`src/rtl/pwm_pkg.sv`:
```
package pwm_pkg;
  typedef enum logic [1:0] {
    TB_FREE       = 2'b00,
    TB_ONESHOT    = 2'b01,
    TB_CENTER     = 2'b10,
    TB_CENTER_DBL = 2'b11
  } tb_mode_e;
endpackage

```
`src/rtl/pwm_timebase.sv`:
```
module pwm_timebase
  import pwm_pkg::*;
#(
  parameter int unsigned CNT_W = 16
) (
  input  logic             clk_i,
  input  logic             rst_ni,
  input  logic             en_i,
  input  tb_mode_e         mode_i,
  input  logic [CNT_W-1:0] period_i,
  output logic [CNT_W-1:0] cnt_o,
  output logic             dir_o,
  output logic             run_o,
  output logic             load_o
);
  localparam logic [CNT_W-1:0] ONE = CNT_W'(1);

  logic [CNT_W-1:0] cnt_q;
  logic             dir_q;
  logic             done_q;
  logic             run;
  logic             at_top;
  logic             at_bot;
  logic             center;

  assign run    = en_i && !done_q;
  assign at_top = cnt_q >= period_i;
  assign at_bot = cnt_q == '0;
  assign center = mode_i[1];

  always_ff @(posedge clk_i or negedge rst_ni) begin
    if (!rst_ni) begin
      cnt_q  <= '0;
      dir_q  <= 1'b0;
      done_q <= 1'b0;
    end else if (!en_i) begin
      cnt_q  <= '0;
      dir_q  <= 1'b0;
      done_q <= 1'b0;
    end else if (done_q) begin
      cnt_q <= '0;
      dir_q <= 1'b0;
    end else if (center) begin
      if (!dir_q) begin
        if (at_top) begin
          dir_q <= 1'b1;
          cnt_q <= at_bot ? cnt_q : cnt_q - ONE;
        end else begin
          cnt_q <= cnt_q + ONE;
        end
      end else begin
        if (at_bot) begin
          dir_q <= 1'b0;
          cnt_q <= at_top ? cnt_q : cnt_q + ONE;
        end else begin
          cnt_q <= cnt_q - ONE;
        end
      end
    end else begin
      if (at_top) begin
        cnt_q <= '0;
        if (mode_i == TB_ONESHOT) done_q <= 1'b1;
      end else begin
        cnt_q <= cnt_q + ONE;
      end
    end
  end

  // buffer-to-compare copy points per mode
  always_comb begin
    load_o = 1'b0;
    if (run) begin
      unique case (mode_i)
        TB_FREE, TB_ONESHOT: load_o = at_top;
        TB_CENTER:           load_o = dir_q && at_bot;
        TB_CENTER_DBL:       load_o = (dir_q && at_bot) || (!dir_q && at_top);
        default:             load_o = 1'b0;
      endcase
    end
  end

  assign cnt_o = cnt_q;
  assign dir_o = dir_q;
  assign run_o = run;


  dir_turn_chk: assert property (@(posedge clk_i) disable iff (!rst_ni)
    (run && center && !dir_q && cnt_q == period_i && period_i > ONE)
      |=> (dir_q || cnt_q == '0));


  idle_zero_chk: assert property (@(posedge clk_i) disable iff (!rst_ni)
    !run |=> (cnt_q == '0 && !dir_q));


  oneshot_stop_chk: assert property (@(posedge clk_i) disable iff (!rst_ni)
    (run && mode_i == TB_ONESHOT && at_top && en_i) |=> (cnt_q == '0 && !run));
endmodule

```
`src/rtl/pwm_channel.sv`:
```
module pwm_channel #(
  parameter int unsigned CNT_W = 16
) (
  input  logic             clk_i,
  input  logic             rst_ni,
  input  logic             center_i,
  input  logic             run_i,
  input  logic             load_i,
  input  logic [CNT_W-1:0] cnt_i,
  input  logic             dir_i,
  input  logic [CNT_W-1:0] period_i,
  input  logic             we_i,
  input  logic [CNT_W-1:0] wdata_i,
  output logic             pwm_o
);
  logic [CNT_W-1:0] buf_q;
  logic [CNT_W-1:0] cmp_q;
  logic [CNT_W-1:0] buf_next;
  logic             below;
  logic             down_hit;

  assign buf_next = we_i ? wdata_i : buf_q;

  always_ff @(posedge clk_i or negedge rst_ni) begin
    if (!rst_ni) begin
      buf_q <= '0;
      cmp_q <= '0;
    end else begin
      buf_q <= buf_next;
      if (!run_i || load_i) cmp_q <= buf_next;
    end
  end

  // level form of set-on-down-match / clear-on-up-match
  assign below    = cnt_i < cmp_q;
  assign down_hit = (cnt_i == cmp_q) && dir_i && (cmp_q != '0);
  assign pwm_o    = run_i && (center_i ? (below || down_hit) : below);


  zero_duty_chk: assert property (@(posedge clk_i) disable iff (!rst_ni)
    (cmp_q == '0) |-> !pwm_o);


  full_duty_chk: assert property (@(posedge clk_i) disable iff (!rst_ni)
    (run_i && cmp_q > period_i && cnt_i <= period_i) |-> pwm_o);


  down_set_chk: assert property (@(posedge clk_i) disable iff (!rst_ni)
    (run_i && center_i && dir_i && cnt_i == cmp_q && cmp_q != '0) |-> pwm_o);


  up_clear_chk: assert property (@(posedge clk_i) disable iff (!rst_ni)
    (run_i && center_i && !dir_i && cnt_i == cmp_q) |-> !pwm_o);


  edge_off_chk: assert property (@(posedge clk_i) disable iff (!rst_ni)
    (run_i && !center_i && cnt_i >= cmp_q) |-> !pwm_o);


  hold_cmp_chk: assert property (@(posedge clk_i) disable iff (!rst_ni)
    (run_i && !load_i) |=> $stable(cmp_q));


  direct_load_chk: assert property (@(posedge clk_i) disable iff (!rst_ni)
    (!run_i && we_i) |=> (cmp_q == $past(wdata_i)));
endmodule

```
`src/rtl/pwm_center_gen.sv`:
```
module pwm_center_gen
  import pwm_pkg::*;
#(
  parameter int unsigned CNT_W = 16,
  parameter int unsigned N_CH  = 4
) (
  input  logic             clk_i,
  input  logic             rst_ni,
  input  logic             en_i,
  input  logic [1:0]       mode_i,
  input  logic [CNT_W-1:0] period_i,
  input  logic [N_CH-1:0]  duty_we_i,
  input  logic [CNT_W-1:0] duty_wdata_i,
  output logic [N_CH-1:0]  pwm_o,
  output logic [CNT_W-1:0] count_o,
  output logic             dir_o
);
  tb_mode_e         mode;
  logic [CNT_W-1:0] cnt;
  logic             dir;
  logic             run;
  logic             load;

  assign mode = tb_mode_e'(mode_i);

  pwm_timebase #(.CNT_W(CNT_W)) u_timebase (
    .clk_i    (clk_i),
    .rst_ni   (rst_ni),
    .en_i     (en_i),
    .mode_i   (mode),
    .period_i (period_i),
    .cnt_o    (cnt),
    .dir_o    (dir),
    .run_o    (run),
    .load_o   (load)
  );

  for (genvar g = 0; g < N_CH; g++) begin : g_ch
    pwm_channel #(.CNT_W(CNT_W)) u_ch (
      .clk_i    (clk_i),
      .rst_ni   (rst_ni),
      .center_i (mode_i[1]),
      .run_i    (run),
      .load_i   (load),
      .cnt_i    (cnt),
      .dir_i    (dir),
      .period_i (period_i),
      .we_i     (duty_we_i[g]),
      .wdata_i  (duty_wdata_i),
      .pwm_o    (pwm_o[g])
    );
  end

  assign count_o = cnt;
  assign dir_o   = dir;


  reset_state_chk: assert property (@(posedge clk_i)
    !rst_ni |-> (count_o == '0 && !dir_o && pwm_o == '0));
endmodule

```
`config.mk`:
```
export PLATFORM = sky130hd
export DESIGN_NAME = pwm_center_gen
export DESIGN_NICKNAME = d
export VERILOG_FILES = /design/src/rtl/pwm_pkg.sv /design/src/rtl/pwm_timebase.sv /design/src/rtl/pwm_channel.sv /design/src/rtl/pwm_center_gen.sv
export SDC_FILE = /design/constraint.sdc
export NUM_CORES = 1
export LEC_CHECK = 0
export BUFFER_PORTS_ARGS = -buffer_cell sky130_fd_sc_hd__buf_2
export CAP_MARGIN = 20
export CORE_MARGIN = 4
export CORE_UTILIZATION = 45
export CTS_CLUSTER_DIAMETER = 150
export CTS_CLUSTER_SIZE = 30
export DETAILED_ROUTE_END_ITERATION = 7
export GPL_ROUTABILITY_DRIVEN = 0
export HOLD_SLACK_MARGIN = 0.1
export PLACE_DENSITY_LB_ADDON = 0.1
export SETUP_SLACK_MARGIN = 0.2
export SLEW_MARGIN = 15
export SYNTH_ARGS = -nofsm -noshare
export SYNTH_HDL_FRONTEND = slang
export SYNTH_SLANG_ARGS = --single-unit
```
`constraint.sdc`:
```
create_clock -name clk_i -period 3.6 [get_ports clk_i]
set_input_delay 0.18 -clock clk_i [delete_from_list [all_inputs] [get_ports clk_i]]
set_output_delay 0.18 -clock clk_i [all_outputs]
set_load 0.02 [all_outputs]
```
Word level (Yosys, flattened, before mapping)
Cells that the tools add are included.

operators by class
  $add $sub $neg = 2
  multipliers = 0
  div/mod/pow operators = 0
  $lt $le $gt $ge = 5
  equality and inequality tests = 9
  shift-type cells = 0
  mux-type cells = 30
  bitwise gates (word level) = 0
  reductions and logical operators = 31

operators with widths
  kind                     number
  $mux W16                 13
  $eq A16 B16 Y1           4
  $lt A16 B16 Y1           4
  $reduce_bool A16 Y1      4
  $add A16 B1 Y16 const B  1
  $ge A16 B16 Y1           1
  $logic_not A16 Y1        1
  $mux W1                  16
  $sub A16 B1 Y16 const B  1
  $logic_and A1 B1 Y1      15
  $logic_or A1 B1 Y1       6
  $ne A5 B4 Y1 const B     1
  $eq A2 B2 Y1 const B     2
  $logic_not A1 Y1         3
  $ne A3 B1 Y1 const B     1
  $pmux W1 S3              1
  $eq A2 B1 Y1 const B     1
  $logic_not A2 Y1         1
  $reduce_or A2 Y1         1

storage, ports and cells
  register bits = 146
  latch bits = 0
  bits in writable memories = 0
  bits in read-only memories = 0
  output and inout bits = 21
  logic and storage cells = 88
  memories kept = 0

Longest topological paths before layout
  depth after elaboration = 7
  mapped depth = 10
  gate-level depth less buffers = 9

Modules after synthesis
A second synthesis with hierarchy kept.

unflattened totals
  cells, all modules = 787
  area total of the unflattened synthesis = 8868.5 µm²

by module, submodules not included
  module        instances  cells an instance  area each (µm²)
  pwm_channel   4          135                1725.4
  pwm_timebase  1          247                1966.9

Least setup slack after synthesis
Ideal clock, no wire load.

  kind = register to register
  from = register u_timebase.cnt_q[7], in the netlist u_timebase.cnt_o[7]
  to = register g_ch[0].u_ch.cmp_q[0]
  data arrival time = 2616 ps
  required time = 3472 ps
  slack = 857 ps
  stages on the path, launching flop included = 10
  clock period less this slack = 2743 ps
  cell sequence = dfrtp_1 -> ha_1 -> nand2_1 -> nor3_1 -> a21oi_1 -> o21ai_1 -> a221o_1 -> clkbuf_1 -> buf_2 -> mux2_1

on the way
  word-level cells in the longest chain between the ends = 6

ends and longest elaborated chain
  element                                              RTL line                                text
  from (decl)                                          pwm_timebase.sv:18                      logic [CNT_W-1:0] cnt_q;
  from (signal assigned)                               pwm_timebase.sv:47                      cnt_q <= at_bot ? cnt_q : cnt_q - ONE;
  from (signal assigned)                               pwm_timebase.sv:49                      cnt_q <= cnt_q + ONE;
  from (signal assigned)                               pwm_timebase.sv:54                      cnt_q <= at_top ? cnt_q : cnt_q + ONE;
  $ge A16 B16 Y1 or $logic_not A16 Y1 (tied branches)  pwm_timebase.sv:27, pwm_timebase.sv:28
  $logic_and A1 B1 Y1 (on tied branches)               pwm_timebase.sv:76, pwm_timebase.sv:75
  $logic_or A1 B1 Y1                                   pwm_timebase.sv:76                      TB_CENTER_DBL: load_o = (dir_q && at_bot) || (!dir_q && at_top);
  $pmux W1 S3 *                                        pwm_timebase.sv:73                      unique case (mode_i)
  $mux W1 *                                            pwm_timebase.sv:72                      if (run) begin
  $logic_or A1 B1 Y1 *                                 pwm_channel.sv:30                       if (!run_i || load_i) cmp_q <= buf_next;
  to (signal assigned)                                 pwm_channel.sv:30
  to (decl)                                            pwm_channel.sv:17                       logic [CNT_W-1:0] cmp_q;

Every way passes the cells marked *; elsewhere a longest branch is shown, timed or not.
A chain may end at the register's enable or synchronous reset.

Worst setup path in the final report
  from = register u_timebase.cnt_q[9], in the netlist u_timebase.cnt_o[9]
  to = output port pwm_o[1]

on the way
  word-level cells in the longest chain between the ends = 6

ends and longest elaborated chain
  element                                                                 RTL line              text
  parallel branches: the longest is 4 deep, another holds $lt A16 B16 Y1  -
  $mux W1 *                                                               pwm_channel.sv:37     assign pwm_o = run_i && (center_i ? (below || down_hit) : below);
  $logic_and A1 B1 Y1 *                                                   pwm_channel.sv:37
  to (decl)                                                               pwm_center_gen.sv:14  output logic [N_CH-1:0] pwm_o,

Mark *: on every way between the ends.

==> flow_summary.toml <==
[power]
vdd_ir_drop_max_mv = 0.335
power_density_nw_per_um2 = 467
leakage_nw = 4.73

[cts]
cts_made_buffers = 17
ctsLongestPathBuffers = 2
cts_sinks = 146
cts.clk_slew.worst_paths_ps = 60
clkLatencyLatePin_ps = 420
cts_tree = "done"
htreeDepth = 4
cts_root_buf = "clkbuf_16"

[final_layout]
seqCellArea_um2 = 3650
drive_above_1_share = 0.215
final_cells = 1086
fillerInstances = 1557
nNetsFinal = 968
multiInputGateArea_um2 = 4250
area_growth_pct = 16.4
final_core_util = 0.538
antenna_cells = 0

[timing]
worst_slew_pin_slew_ps = 739
min_period_over_period = 0.899
skew_ps = 12.5
setup_tns_ps = 0
finalMaxSlewViolations = 0
maxSlewHeadroom = 0.502
finalSetupViolCount = 0
maxClockFrequency_ghz = 0.309
period_needed_ps = 3240
rsz0062_at_grt = "no"
setup_ws_ps = 363
final_hold_viol_count = 0

[synth]
yosysMostFrequentCell = "dfrtp_1"
synth_ff_type = "dfrtp_1"
yosysTopAreaCell = "dfrtp_1"
synth_cell_types = 53
synth_top_area_share = 0.437
netlist_area_um2 = 8360
synthCells = 759
synthTopCellsByArea = "dfrtp_1, ha_1, mux2_2, mux2_1, inv_1"
async_flop_share = 1.00
synth_area_per_cell_um2 = 11.0
yosysSeqAreaShare = 0.437
syn_nets = 883
yosys_warnings = 0
ys_ff_latch = 146
synth_common_cells = "dfrtp_1, ha_1, inv_1"
synth_edf_count = 0

[worst_setup_path]
critPathRequiredTime_ps = 3420
start_kind = "flop"
critPathCaptureType = "output port"
worstPathArrival_ps = 3060
critPathMaxFanout = 11
rr_worst_depth = 10
path_class = "flop to output port"
startpoint = "u_timebase.cnt_o[9]$_DFFE_PN0P_"
r2r-start = "u_timebase.cnt_o[0]$_DFFE_PN0P_"

[route]
vias = 6238
postRouteAntennaNets = 0
drtIter0Drc = 390
drt-vias-per-instance = 5.74
drtPass1Iterations = 5
wl_um = 21700
wl_per_cell_um = 19.9
drcViolationCount = 0

[hold_path]
whs_path_depth = 2
hold_class = "input port to flop"
min_from = "duty_wdata_i[14]"

[grt]
grt.overflow.total = 0
grt_pass1_wl_um = 34300
grt_antenna_before_repair = 0
grt_max_degree = 83
grt_pass1_vias = 6268
grt.total_usage = 0.216

[floorplanning]
die_h_um = 144
die_area_um2 = 20800
start_util = 0.462
ios = 62
rows = 49
core_um2 = 18100
die_width_um = 144

[placed_design]
hpwl_um = 15900
preCtsSetupSlack_ps = 440
numPortBuffers = 61
dp.cells = 1037

[run]
maxCapViolations = 0

[run_status]
status = "finished, final reports clean"
## kinds of logic after synthesis
kind of cell	synth area share
adders and majority gates	0.124
AOI/OAI and AO/OA	0.0943
muxes	0.173
DFF	0.437
buffers and inverters	0.0547
and+or+nand+nor	0.108
xor gates and xnor gates	0.00943
## layout make-up
| class | instances | share of cell area |
|---|---|---|
| Timing Repair Buffer | 96 | 0.0651 |
| Clock buffer | 19 | 0.0456 |
| Multi-Input combinational cell | 500 | 0.437 |
| Tap cell | 229 | 0.0295 |
| Sequential cell | 146 | 0.376 |
| Clock inverter | 13 | 0.0153 |
| Inverter | 83 | 0.0320 |
## cell usage in the layout (no fill, tap or decap), drive strengths merged, types with 7 or more instances in the layout
master / instances
nand3: 13
buf: 79
a21o: 12
dfrtp: 146
a211oi: 8
dlygate4sd3: 17
nand2b: 10
a21oi: 32
clkbuf: 19
inv: 88
nand4: 18
nand2: 32
mux2: 128
o21ai: 21
nor4: 21
nor3: 13
ha: 83
nor2: 24
xnor2: 7
nor2b: 9
## worst paths after layout
kind	to	slack, ps
min in group asynchronous	u_timebase.cnt_o[7]$_DFFE_PN0P_	290
hold reg to reg	g_ch[0].u_ch.buf_q[15]$_DFF_PN0_	490
max in group asynchronous	g_ch[3].u_ch.cmp_q[15]$_DFFE_PN0P_	2460
setup / recovery	pwm_o[1]	360
hold / removal	g_ch[0].u_ch.buf_q[14]$_DFF_PN0_	130
setup reg to reg	u_timebase.cnt_o[9]$_DFFE_PN0P_	610
## power by group
part	total [mW]	leakage (nW)	switching (mW)	internal [mW]
sequential	2.00	1.75	0.158	1.85
clock	1.78	0.287	0.725	1.05
combinational	0.761	2.69	0.409	0.353
total	4.54	4.73	1.29	3.25
## flip-flops by register name (all words and copies together) (netlist names)
| register | flops |
|---|---|
| u_timebase.dir_o | 1 |
| u_timebase.cnt_o | 16 |
| g_ch.u_ch.buf_q | 64 |
| g_ch.u_ch.cmp_q | 64 |
| u_timebase.done_q | 1 |
## per-layer routing
metal	up-vias	global-route usage	part of all wire
met5	-	0	0
met4	0	0.0609	0.018
met3	40	0.0397	0.048
met2	201	0.333	0.45
met1	3083	0.313	0.48
li1	2914	-	-
## repair_timing
item / 4_1_cts / 5_1_grt
setup endpoints to repair: 0 / 64
resized for setup: 0 / 2
buffers inserted: 0 / 0
endpoints found under the hold margin: 121 / 0
hold buffers: 17 / 0
## critical path, stage by stage, from the launching register on
cell and delay [ps]:
dfrtp_1 380, buf_4 200, ha_1 300, and3_1 200, a221oi_1 290, o21ai_0 150, o21a_1 190, o21ai_1 210
a21oi_1 130, a211oi_1 350, buf_2 240
## through the flow
| stage | hold slack [ps] | instance area, um^2 | power (mW) |
|---|---|---|---|
| 5_1_grt | 132 | 9720 | 4.78 |
| 3_3_place_gp | 187 | 8960 | 2.74 |
| 6_report | 127 | 9720 | 4.54 |
| 2_1_floorplan | -116 | 8360 | 2.50 |
| 4_1_cts | 107 | 9720 | 4.59 |
| 3_5_place_dp | 190 | 8960 | 2.78 |
(Power assumes the default switching activity.)
